$ cat src/rtl/smp_demux_pkg.sv
package smp_demux_pkg;
  typedef enum logic [1:0] {
    MODE_SINGLE = 2'd0,
    MODE_PAIR   = 2'd1,
    MODE_DECIM  = 2'd2
  } route_mode_e;

  localparam int CFG_W        = 8;
  localparam int CFG_DEC_BIT  = 7;
  localparam int CFG_PAIR_BIT = 0;
endpackage

$ cat src/rtl/smp_demux_cfg.sv
module smp_demux_cfg
  import smp_demux_pkg::*;
(
  input  logic             clk,
  input  logic             rst_n,
  input  logic [CFG_W-1:0] cfg_word,
  output route_mode_e      mode_o,
  output logic             flush_o
);
  route_mode_e mode_q, mode_d;
  logic        unused_cfg_bits;

  assign unused_cfg_bits = ^cfg_word[CFG_DEC_BIT-1:CFG_PAIR_BIT+1];

  // decimation bit has priority over the pair bit
  always_comb begin
    if (cfg_word[CFG_DEC_BIT])       mode_d = MODE_DECIM;
    else if (cfg_word[CFG_PAIR_BIT]) mode_d = MODE_PAIR;
    else                             mode_d = MODE_SINGLE;
  end

  assign flush_o = (mode_d != mode_q);

  always_ff @(posedge clk or negedge rst_n) begin
    if (!rst_n)       mode_q <= MODE_SINGLE;
    else if (flush_o) mode_q <= mode_d;
  end

  assign mode_o = mode_q;
endmodule

$ cat src/rtl/smp_demux_pipe.sv
module smp_demux_pipe #(
  parameter int DW     = 8,
  parameter int STAGES = 2
) (
  input  logic          clk,
  input  logic          rst_n,
  input  logic          flush_i,
  input  logic          in_vld,
  input  logic [DW-1:0] in_data,
  output logic          out_vld,
  output logic [DW-1:0] out_data
);
  logic [STAGES-1:0] vld_q;
  logic [DW-1:0]     dat_q [STAGES];

  for (genvar i = 0; i < STAGES; i++) begin : g_stage
    logic          src_vld;
    logic [DW-1:0] src_dat;
    if (i == 0) begin : g_head
      assign src_vld = in_vld;
      assign src_dat = in_data;
    end else begin : g_body
      assign src_vld = vld_q[i-1];
      assign src_dat = dat_q[i-1];
    end

    always_ff @(posedge clk or negedge rst_n) begin
      if (!rst_n) begin
        vld_q[i] <= 1'b0;
        dat_q[i] <= '0;
      end else begin
        vld_q[i] <= src_vld & ~flush_i;
        if (src_vld) dat_q[i] <= src_dat;
      end
    end
  end

  assign out_vld  = vld_q[STAGES-1];
  assign out_data = dat_q[STAGES-1];
endmodule

$ cat src/rtl/smp_demux_route.sv
module smp_demux_route
  import smp_demux_pkg::*;
#(
  parameter int DW  = 8,
  parameter int DEC = 16
) (
  input  logic          clk,
  input  logic          rst_n,
  input  route_mode_e   mode_i,
  input  logic          flush_i,
  input  logic          s_vld,
  input  logic [DW-1:0] s_data,
  output logic [DW-1:0] a_data_o,
  output logic          a_vld_o,
  output logic          a_oe_o,
  output logic [DW-1:0] b_data_o,
  output logic          b_vld_o,
  output logic          b_oe_o
);
  localparam int CW = (DEC > 2) ? $clog2(DEC) : 1;
  localparam logic [CW-1:0] CNT_LAST = CW'(DEC - 1);

  logic          tog_q, tog_d;
  logic [CW-1:0] cnt_q, cnt_d;
  logic [DW-1:0] hold_q, hold_d, a_q, a_d, b_q, b_d;
  logic          va_q, va_d, vb_q, vb_d, oe_a_q;

  always_comb begin
    tog_d  = tog_q;
    cnt_d  = cnt_q;
    hold_d = hold_q;
    a_d    = a_q;
    b_d    = b_q;
    va_d   = 1'b0;
    vb_d   = 1'b0;
    if (flush_i) begin
      tog_d = 1'b0;
      cnt_d = '0;
    end else if (s_vld) begin
      unique case (mode_i)
        MODE_PAIR: begin
          if (!tog_q) begin
            hold_d = s_data;
            tog_d  = 1'b1;
          end else begin
            a_d   = hold_q;
            b_d   = s_data;
            va_d  = 1'b1;
            vb_d  = 1'b1;
            tog_d = 1'b0;
          end
        end
        MODE_DECIM: begin
          if (cnt_q == '0) begin
            a_d  = s_data;
            va_d = 1'b1;
          end
          cnt_d = (cnt_q == CNT_LAST) ? '0 : cnt_q + 1'b1;
        end
        default: begin
          a_d  = s_data;
          va_d = 1'b1;
        end
      endcase
    end
  end

  always_ff @(posedge clk or negedge rst_n) begin
    if (!rst_n) begin
      tog_q  <= 1'b0;
      cnt_q  <= '0;
      hold_q <= '0;
      a_q    <= '0;
      b_q    <= '0;
      va_q   <= 1'b0;
      vb_q   <= 1'b0;
      oe_a_q <= 1'b0;
    end else begin
      tog_q  <= tog_d;
      cnt_q  <= cnt_d;
      hold_q <= hold_d;
      a_q    <= a_d;
      b_q    <= b_d;
      va_q   <= va_d;
      vb_q   <= vb_d;
      oe_a_q <= 1'b1;
    end
  end

  assign b_oe_o   = (mode_i == MODE_PAIR);
  assign a_data_o = a_q;
  assign a_vld_o  = va_q;
  assign a_oe_o   = oe_a_q;
  assign b_data_o = b_oe_o ? b_q : '0;
  assign b_vld_o  = vb_q;

  // a completed pair needs two fresh samples, so no back-to-back B strobes
  a_r4_pair_spacing: assert property (@(posedge clk) disable iff (!rst_n)
    vb_q |=> !vb_q);
  // a kept sample leaves the phase counter at one
  a_r5_dec_phase: assert property (@(posedge clk) disable iff (!rst_n)
    (va_q && mode_i == MODE_DECIM) |-> (cnt_q == CW'(1)));
  // decimated strobes never repeat on the next edge
  a_r5_dec_gap: assert property (@(posedge clk) disable iff (!rst_n)
    (va_q && mode_i == MODE_DECIM) |=> !va_q);
  // port B is silent outside the paired mode
  a_r3_b_silent: assert property (@(posedge clk) disable iff (!rst_n)
    (mode_i != MODE_PAIR) |-> !vb_q);
endmodule

$ cat src/rtl/smp_demux.sv
module smp_demux
  import smp_demux_pkg::*;
#(
  parameter int DATA_W     = 8,
  parameter int LATENCY    = 3,
  parameter int DEC_FACTOR = 16
) (
  input  logic              clk,
  input  logic              rst_n,
  input  logic [CFG_W-1:0]  cfg_word,
  input  logic              smp_vld,
  input  logic [DATA_W-1:0] smp_data,
  output logic [DATA_W-1:0] a_data,
  output logic              a_vld,
  output logic              a_oe,
  output logic [DATA_W-1:0] b_data,
  output logic              b_vld,
  output logic              b_oe
);
  localparam int PIPE_STAGES = LATENCY - 1;

  logic [1:0]        rsync_q;
  logic              rst_int_n;
  route_mode_e       mode;
  logic              flush;
  logic              p_vld;
  logic [DATA_W-1:0] p_data;

  always_ff @(posedge clk or negedge rst_n) begin
    if (!rst_n) rsync_q <= 2'b00;
    else        rsync_q <= {rsync_q[0], 1'b1};
  end
  assign rst_int_n = rsync_q[1];

  smp_demux_cfg u_cfg (
    .clk      (clk),
    .rst_n    (rst_int_n),
    .cfg_word (cfg_word),
    .mode_o   (mode),
    .flush_o  (flush)
  );

  smp_demux_pipe #(.DW(DATA_W), .STAGES(PIPE_STAGES)) u_pipe (
    .clk      (clk),
    .rst_n    (rst_int_n),
    .flush_i  (flush),
    .in_vld   (smp_vld),
    .in_data  (smp_data),
    .out_vld  (p_vld),
    .out_data (p_data)
  );

  smp_demux_route #(.DW(DATA_W), .DEC(DEC_FACTOR)) u_route (
    .clk      (clk),
    .rst_n    (rst_int_n),
    .mode_i   (mode),
    .flush_i  (flush),
    .s_vld    (p_vld),
    .s_data   (p_data),
    .a_data_o (a_data),
    .a_vld_o  (a_vld),
    .a_oe_o   (a_oe),
    .b_data_o (b_data),
    .b_vld_o  (b_vld),
    .b_oe_o   (b_oe)
  );

  // the edge that flushes leaves both ports without a strobe
  a_r7_flush_quiet: assert property (@(posedge clk) disable iff (!rst_int_n)
    flush |=> (!a_vld && !b_vld));
  // port A stays enabled once out of reset
  a_r10_a_enabled: assert property (@(posedge clk) disable iff (!rst_int_n)
    a_vld |-> a_oe);
endmodule

$ cat config.mk
export PLATFORM = sky130hd
export DESIGN_NAME = smp_demux
export DESIGN_NICKNAME = d
export VERILOG_FILES = /design/src/rtl/smp_demux_pkg.sv /design/src/rtl/smp_demux_cfg.sv /design/src/rtl/smp_demux_pipe.sv /design/src/rtl/smp_demux_route.sv /design/src/rtl/smp_demux.sv
export SDC_FILE = /design/constraint.sdc
export NUM_CORES = 1
export LEC_CHECK = 0
export ABC_AREA = 1
export ABC_CLOCK_PERIOD_IN_PS = 4850
export BUFFER_PORTS_ARGS = -buffer_cell sky130_fd_sc_hd__buf_2
export CORE_MARGIN = 5
export CORE_UTILIZATION = 55
export DETAILED_ROUTE_END_ITERATION = 8
export PLACE_DENSITY = 0.78
export SLEW_MARGIN = 10
export SYNTH_ARGS = -nofsm -noshare
export SYNTH_HDL_FRONTEND = slang
export SYNTH_SLANG_ARGS = --single-unit
$ cat constraint.sdc
create_clock -name clk -period 4.85 [get_ports clk]
set_clock_uncertainty 0.2 [all_clocks]
set_input_delay 0.2425 -clock clk [delete_from_list [all_inputs] [get_ports clk]]
set_output_delay 0.2425 -clock clk [all_outputs]
set_load 0.005 [all_outputs]
Word-level counts from Yosys, hierarchy flattened
Index checks and enable logic that the tools add are counted.
Cells by class
  $add $sub $neg: 1
  bitwise operators: 4
  mux-type cells: 22
  reductions and logical operators: 9
  equality and inequality tests: 6
Operators by type and width (number)
  2-to-1 mux 8 bit: 3
  2-to-1 mux 4 bit: 4
  case mux 8 bit (2 select lines): 1
  2-to-1 mux 1 bit: 12
  AND reduction 4 bit: 3
  nonzero test 2 bit: 3
  adder 4 x 1 -> 4 bit, second input constant: 1
  == test 4 bit, second input constant: 1
  logical NOT 4 bit: 1
  AND reduction 2 bit: 2
  AND 1 bit: 2
  == test 2 x 1 -> 1 bit, second input constant: 1
  == test 2 bit, second input constant: 1
  2-to-1 mux 2 bit: 1
  != test 2 x 1 -> 1 bit, second input constant: 1
  != test 2 bit: 1
  != test 2 bit, second input constant: 1
  inverter 1 bit: 2
  case mux 1 bit (2 select lines): 1
Storage, ports and cells
  output and inout port bits: 20
  register bits after elaboration: 54
  input bits: 19
  logic and storage cells: 56

Depth between registers and ports, before layout
  depth after elaboration: 5
  depth in mapped cells: 10
  gate-level depth less buffers: 9

Modules after synthesis
A second synthesis with hierarchy kept.
Second synthesis, totals
  cell total of the unflattened synthesis: 271
  area, all modules: 2403.6 µm²
Modules (own cells, without submodules)
  smp_demux_route: times used 1, cells each 182, area an instance 1574.0 µm², seq. area each 800.8 µm²
  smp_demux_pipe: times used 1, cells each 72, area an instance 668.1 µm², seq. area each 450.4 µm²
  smp_demux_cfg: times used 1, cells each 14, area an instance 107.6 µm², seq. area each 50.0 µm²
  smp_demux: times used 1, cells each 3, area an instance 53.8 µm², seq. area each 50.0 µm²

Worst setup path after synthesis
No wires, ideal clock.
  path kind: register to register
  start: reg u_cfg.mode_q[1], in the netlist u_cfg.mode_o[1]
  end: reg u_route.b_q[6]
  period minus slack after synthesis: 1698 ps
  data arrival time: 1380 ps
  required time: 4532 ps
  path slack: 3152 ps
  stages on the path, launching flop included: 10
  buffers on the path: 2
  setup time: 118 ps
  path through: dfrtp_1 > inv_1 > ha_1 > buf_4 > inv_2 > nor3_2 > nand2_4 > buf_6 > nand2_2 > o21ai_2
Between the ends
  elaborated cells on any way between the ends: 4
  those cells by class: eq/ne (2); bitwise (1); reduce/logical (1)
RTL lines
  start, declared: line smp_demux_cfg.sv:10  | route_mode_e mode_q, mode_d;
  start signal, assigned: line smp_demux_cfg.sv:26  | else if (flush_o) mode_q <= mode_d;
  == test 2 x 1 -> 1 bit
  named net b_oe: line smp_demux.sv:18  | output logic b_oe
  AND reduction 4 bit (no line)
  end signal, assigned: line smp_demux_route.sv:74  | b_q <= '0;
  end signal, assigned: line smp_demux_route.sv:83  | b_q <= b_d;
  end, declared: line smp_demux_route.sv:25  | logic [DW-1:0] hold_q, hold_d, a_q, a_d, b_q, b_d;
The timed path passes the listed nets, and every way through them passes these cells.
A chain may end at the register's enable or synchronous reset.

Final worst setup path
  start: reg u_cfg.mode_q[1], in the netlist u_cfg.mode_o[1]
  end: reg u_route.hold_q[3]
Between the ends
  cells in the longest elaborated chain, start to end: 3
  elaborated cells on any way between the ends: 4
  those cells by class: eq/ne (2); bitwise (1); reduce/logical (1)
RTL lines
  != test 2 bit: line smp_demux_cfg.sv:22  | assign flush_o = (mode_d != mode_q);
  inverter 1 bit (no line)
  AND reduction 4 bit (no line) (*)
  end signal, assigned: line smp_demux_route.sv:81  | hold_q <= hold_d;
  end, declared: line smp_demux_route.sv:25
Every way passes the cells marked *; elsewhere a longest branch is shown, timed or not.

==> qor.yml <==
p_leak_nw: 1.55
r2r_setup_slack_ps: 2440
critPathSlowestCell: "ha_1"
finalHoldViolCount: 0
insertion_delay_ps: 300
die_height_um: 77.7
max_cap_violations: 0
syn_area_um2: 2520
start_util_pct: 57.1
cp.arrival_ps: 2410
switching_share_pct: 28.2
num_rows: 24
dieArea_um2: 6040
overflow: 0
clockBufferDepth: 2
antennaDiodeCount: 0
synth_edf_count: 0
ys_seq_elements: 54
slew-limit-headroom_pct: 41.2
worstMarginPinSlew_ps: 882
finalSetupViolations: 0
grt_pass1_wl_mm: 8.06
final_layout_size_suffix_gt1_share_pct: 21.9
antenna_found_initial: 0
synth_flop_cell: "dfrtp_1"
cp_data_required_time_ps: 4850
root_buffer: "clkbuf_8"
power.density_nw_per_um2: 319
path_buf_inv: 2
cts_hold_buffers: 11
drv_slew: 0
postSynthAreaPerCell_um2: 9.01
path_common_cell: "nand2_1"
grt_usage_pct: 16.6
outcome: "finished clean"
max_freq_ghz: 0.416
yosys_warnings: 0
nets: 346
stdcell_count: 376
core_area_um2: 4410
placed_area_um2: 2690
viasPerCell: 4.88
fp.dieW_um: 77.7
seq_power_share_pct: 57.6
detail_route.wl_per_cell_um: 12.1
whs_ps: 24.8
clock_power_share_pct: 26.6
final_cell_area_um2: 2890
min_period_over_period_pct: 49.6
power.total_mw: 0.922
register_area_um2: 1360
routed_wl_mm: 4.56
netlist_top_cells_area: "dfrtp_1 (54%), nand2_1 (13%), inv_1 (5.2%)"
end_kind: "register"
fill_cells: 385
comb_power_share_pct: 15.8
port_buffers: 32
detail-route-antenna-nets: 0
cp_slowest_stage_delay_ps: 730
synth_cells: 280
area_growth_pct: 14.5
grt_pass1_vias: 1725
dp_hpwl_mm: 3.09
p_switching_mw: 0.260
synth_top_area_cell: "dfrtp_1"
power_report.internal_total_mw: 0.662
crit_family: "adder cells"
worst_ir_drop_vdd_v: 0.000172
ctsResizeCount: 0
cts.clk_slew.worst_paths_ps: 90
drt-pass1-iter-count: 4
h-tree-depth: 2
drc: 0
yosysMostFrequentCell: "nand2_1"
cts_setup_buffers: 0
period_minus_slack_ps: 2410
cts_num_sinks: 54
path_cells: "inv_1 -> ha_1 -> inv_2 -> nor2_4 -> nand4_2 -> nand2_1 -> nand2_1"
tns_ps: 0
ios: 39
synth-seq-area-share_pct: 53.6
hold_class: "in2reg"
cts_tree: "yes"
drt_iter0_drc: 84
dr_total_vias: 1834
cts_buffers: 5
synth_common_cells: "nand2_1 (89), dfrtp_1 (54), inv_1 (35), o21ai_0 (19), nand3_1 (18)"
place.gp.congestion: 0.805
grt_start_max_net_pins: 53
start_kind: "register"
multiInputGateArea_um2: 953
crit_type: "reg2reg"
worstPathMaxFanout: 27
placedCellCount: 357
async_flop_share_pct: 100
synth_top_cell_area_share_pct: 53.6
rsz0062_at_grt: "false"
synth_cell_type_count: 28
==> power groups by stage <==
stage          logic, mW  clock network, mW  registers [mW]
6_report           0.146              0.246           0.531
5_1_grt            0.168              0.268           0.541
4_1_cts            0.146              0.251           0.531
3_5_place_dp       0.138                  0           0.540
3_3_place_gp       0.136                  0           0.539
2_1_floorplan     0.0876                  0           0.538
==> layout by cell type (no fill, tap or decap) <==
cell,count
nand2_1,89
dfrtp_1,53
inv_1,35
buf_2,32
o21ai_0,19
nand3_1,18
dlygate4sd3_1,11
o21bai_1,8
o21ai_2,8
inv_2,6
clkbuf_8,5
nand2_2,4
nand3_2,4
nor2_1,4
a21oi_1,4
ha_1,4
nand2_4,3
nor2_4,2
nand4_1,2
xor2_1,2
conb_1,2
nand3_4,1
clkinv_1,1
nor3_2,1
nor2_8,1
nand4_2,1
clkinv_2,1
clkinv_4,1
clkbuf_1,1
dfrtp_4,1
==> tightest hold or removal path, cell delays in order <==
cell and delay, ps:
buf_2 150, nand2_1 60, nand2_1 40
==> cells by family after synthesis <==
| family | count (synthesis) | share of synthesized area (%) |
|---|---|---|
| compound gates | 39 | 9.72 |
| xor+xnor | 2 | 0.695 |
| fa+ha+maj | 4 | 1.98 |
| buf+inv | 50 | 8.78 |
| flops | 54 | 53.6 |
| other cells | 1 | 0.149 |
| simple gates | 130 | 25.1 |
==> registers in the layout, indices dropped and copies added (netlist names) <==
signal	count
u_pipe.out_vld	1
u_route.a_vld_o	1
u_route.b_vld_o	1
u_route.b_q	8
u_pipe.g_stage.src_dat	8
u_route.cnt_q	4
u_route.a_data_o	8
u_route.a_oe_o	1
u_pipe.g_stage.src_vld	1
rsync_q	2
u_cfg.mode_o	2
u_pipe.out_data	8
u_route.tog_q	1
u_route.hold_q	8
==> final cells by class <==
type                       count  area share [%]
clock inverter                 2           0.477
multi-input combinational    177            33.0
inverter                      42            5.46
tap                           52            2.25
timing repair buffer          43            9.36
clock buffer                   6            2.51
sequential                    54            46.9
==> metrics by stage <==
stage / utilization, % / setup WS, ps
after floorplan: - / 3040
after global placement: 60.9 / 2480
after detailed placement: 60.9 / 2450
after CTS: 65.4 / 2430
after global routing: 65.4 / 2220
final: 65.4 / 2440
==> per-layer routing <==
layer / up-vias / share of wire, % / GRT usage (%)
met5: - / 0 / 0
li1: 953 / - / -
met4: 0 / 1.2 / 5.15
met2: 47 / 47 / 25.9
met3: 5 / 5.4 / 3.82
met1: 829 / 46 / 23.1
==> path summary, 6_finish.rpt <==
kind	to	from	cells past startpoint
setup / recovery	u_route.hold_q[3]	u_cfg.mode_o[1]	7
hold / removal	u_pipe.g_stage[1].src_dat[0]	smp_vld	3
setup reg to reg	u_route.hold_q[3]	u_cfg.mode_o[1]	7
hold reg to reg	u_route.b_q[5]	rsync_q[1]	0
max in group asynchronous	u_pipe.out_data[7]	rsync_q[1]	0
min in group asynchronous	rsync_q[1]	rst_n	2
No activity file was read; power rests on OpenSTA's default activity.
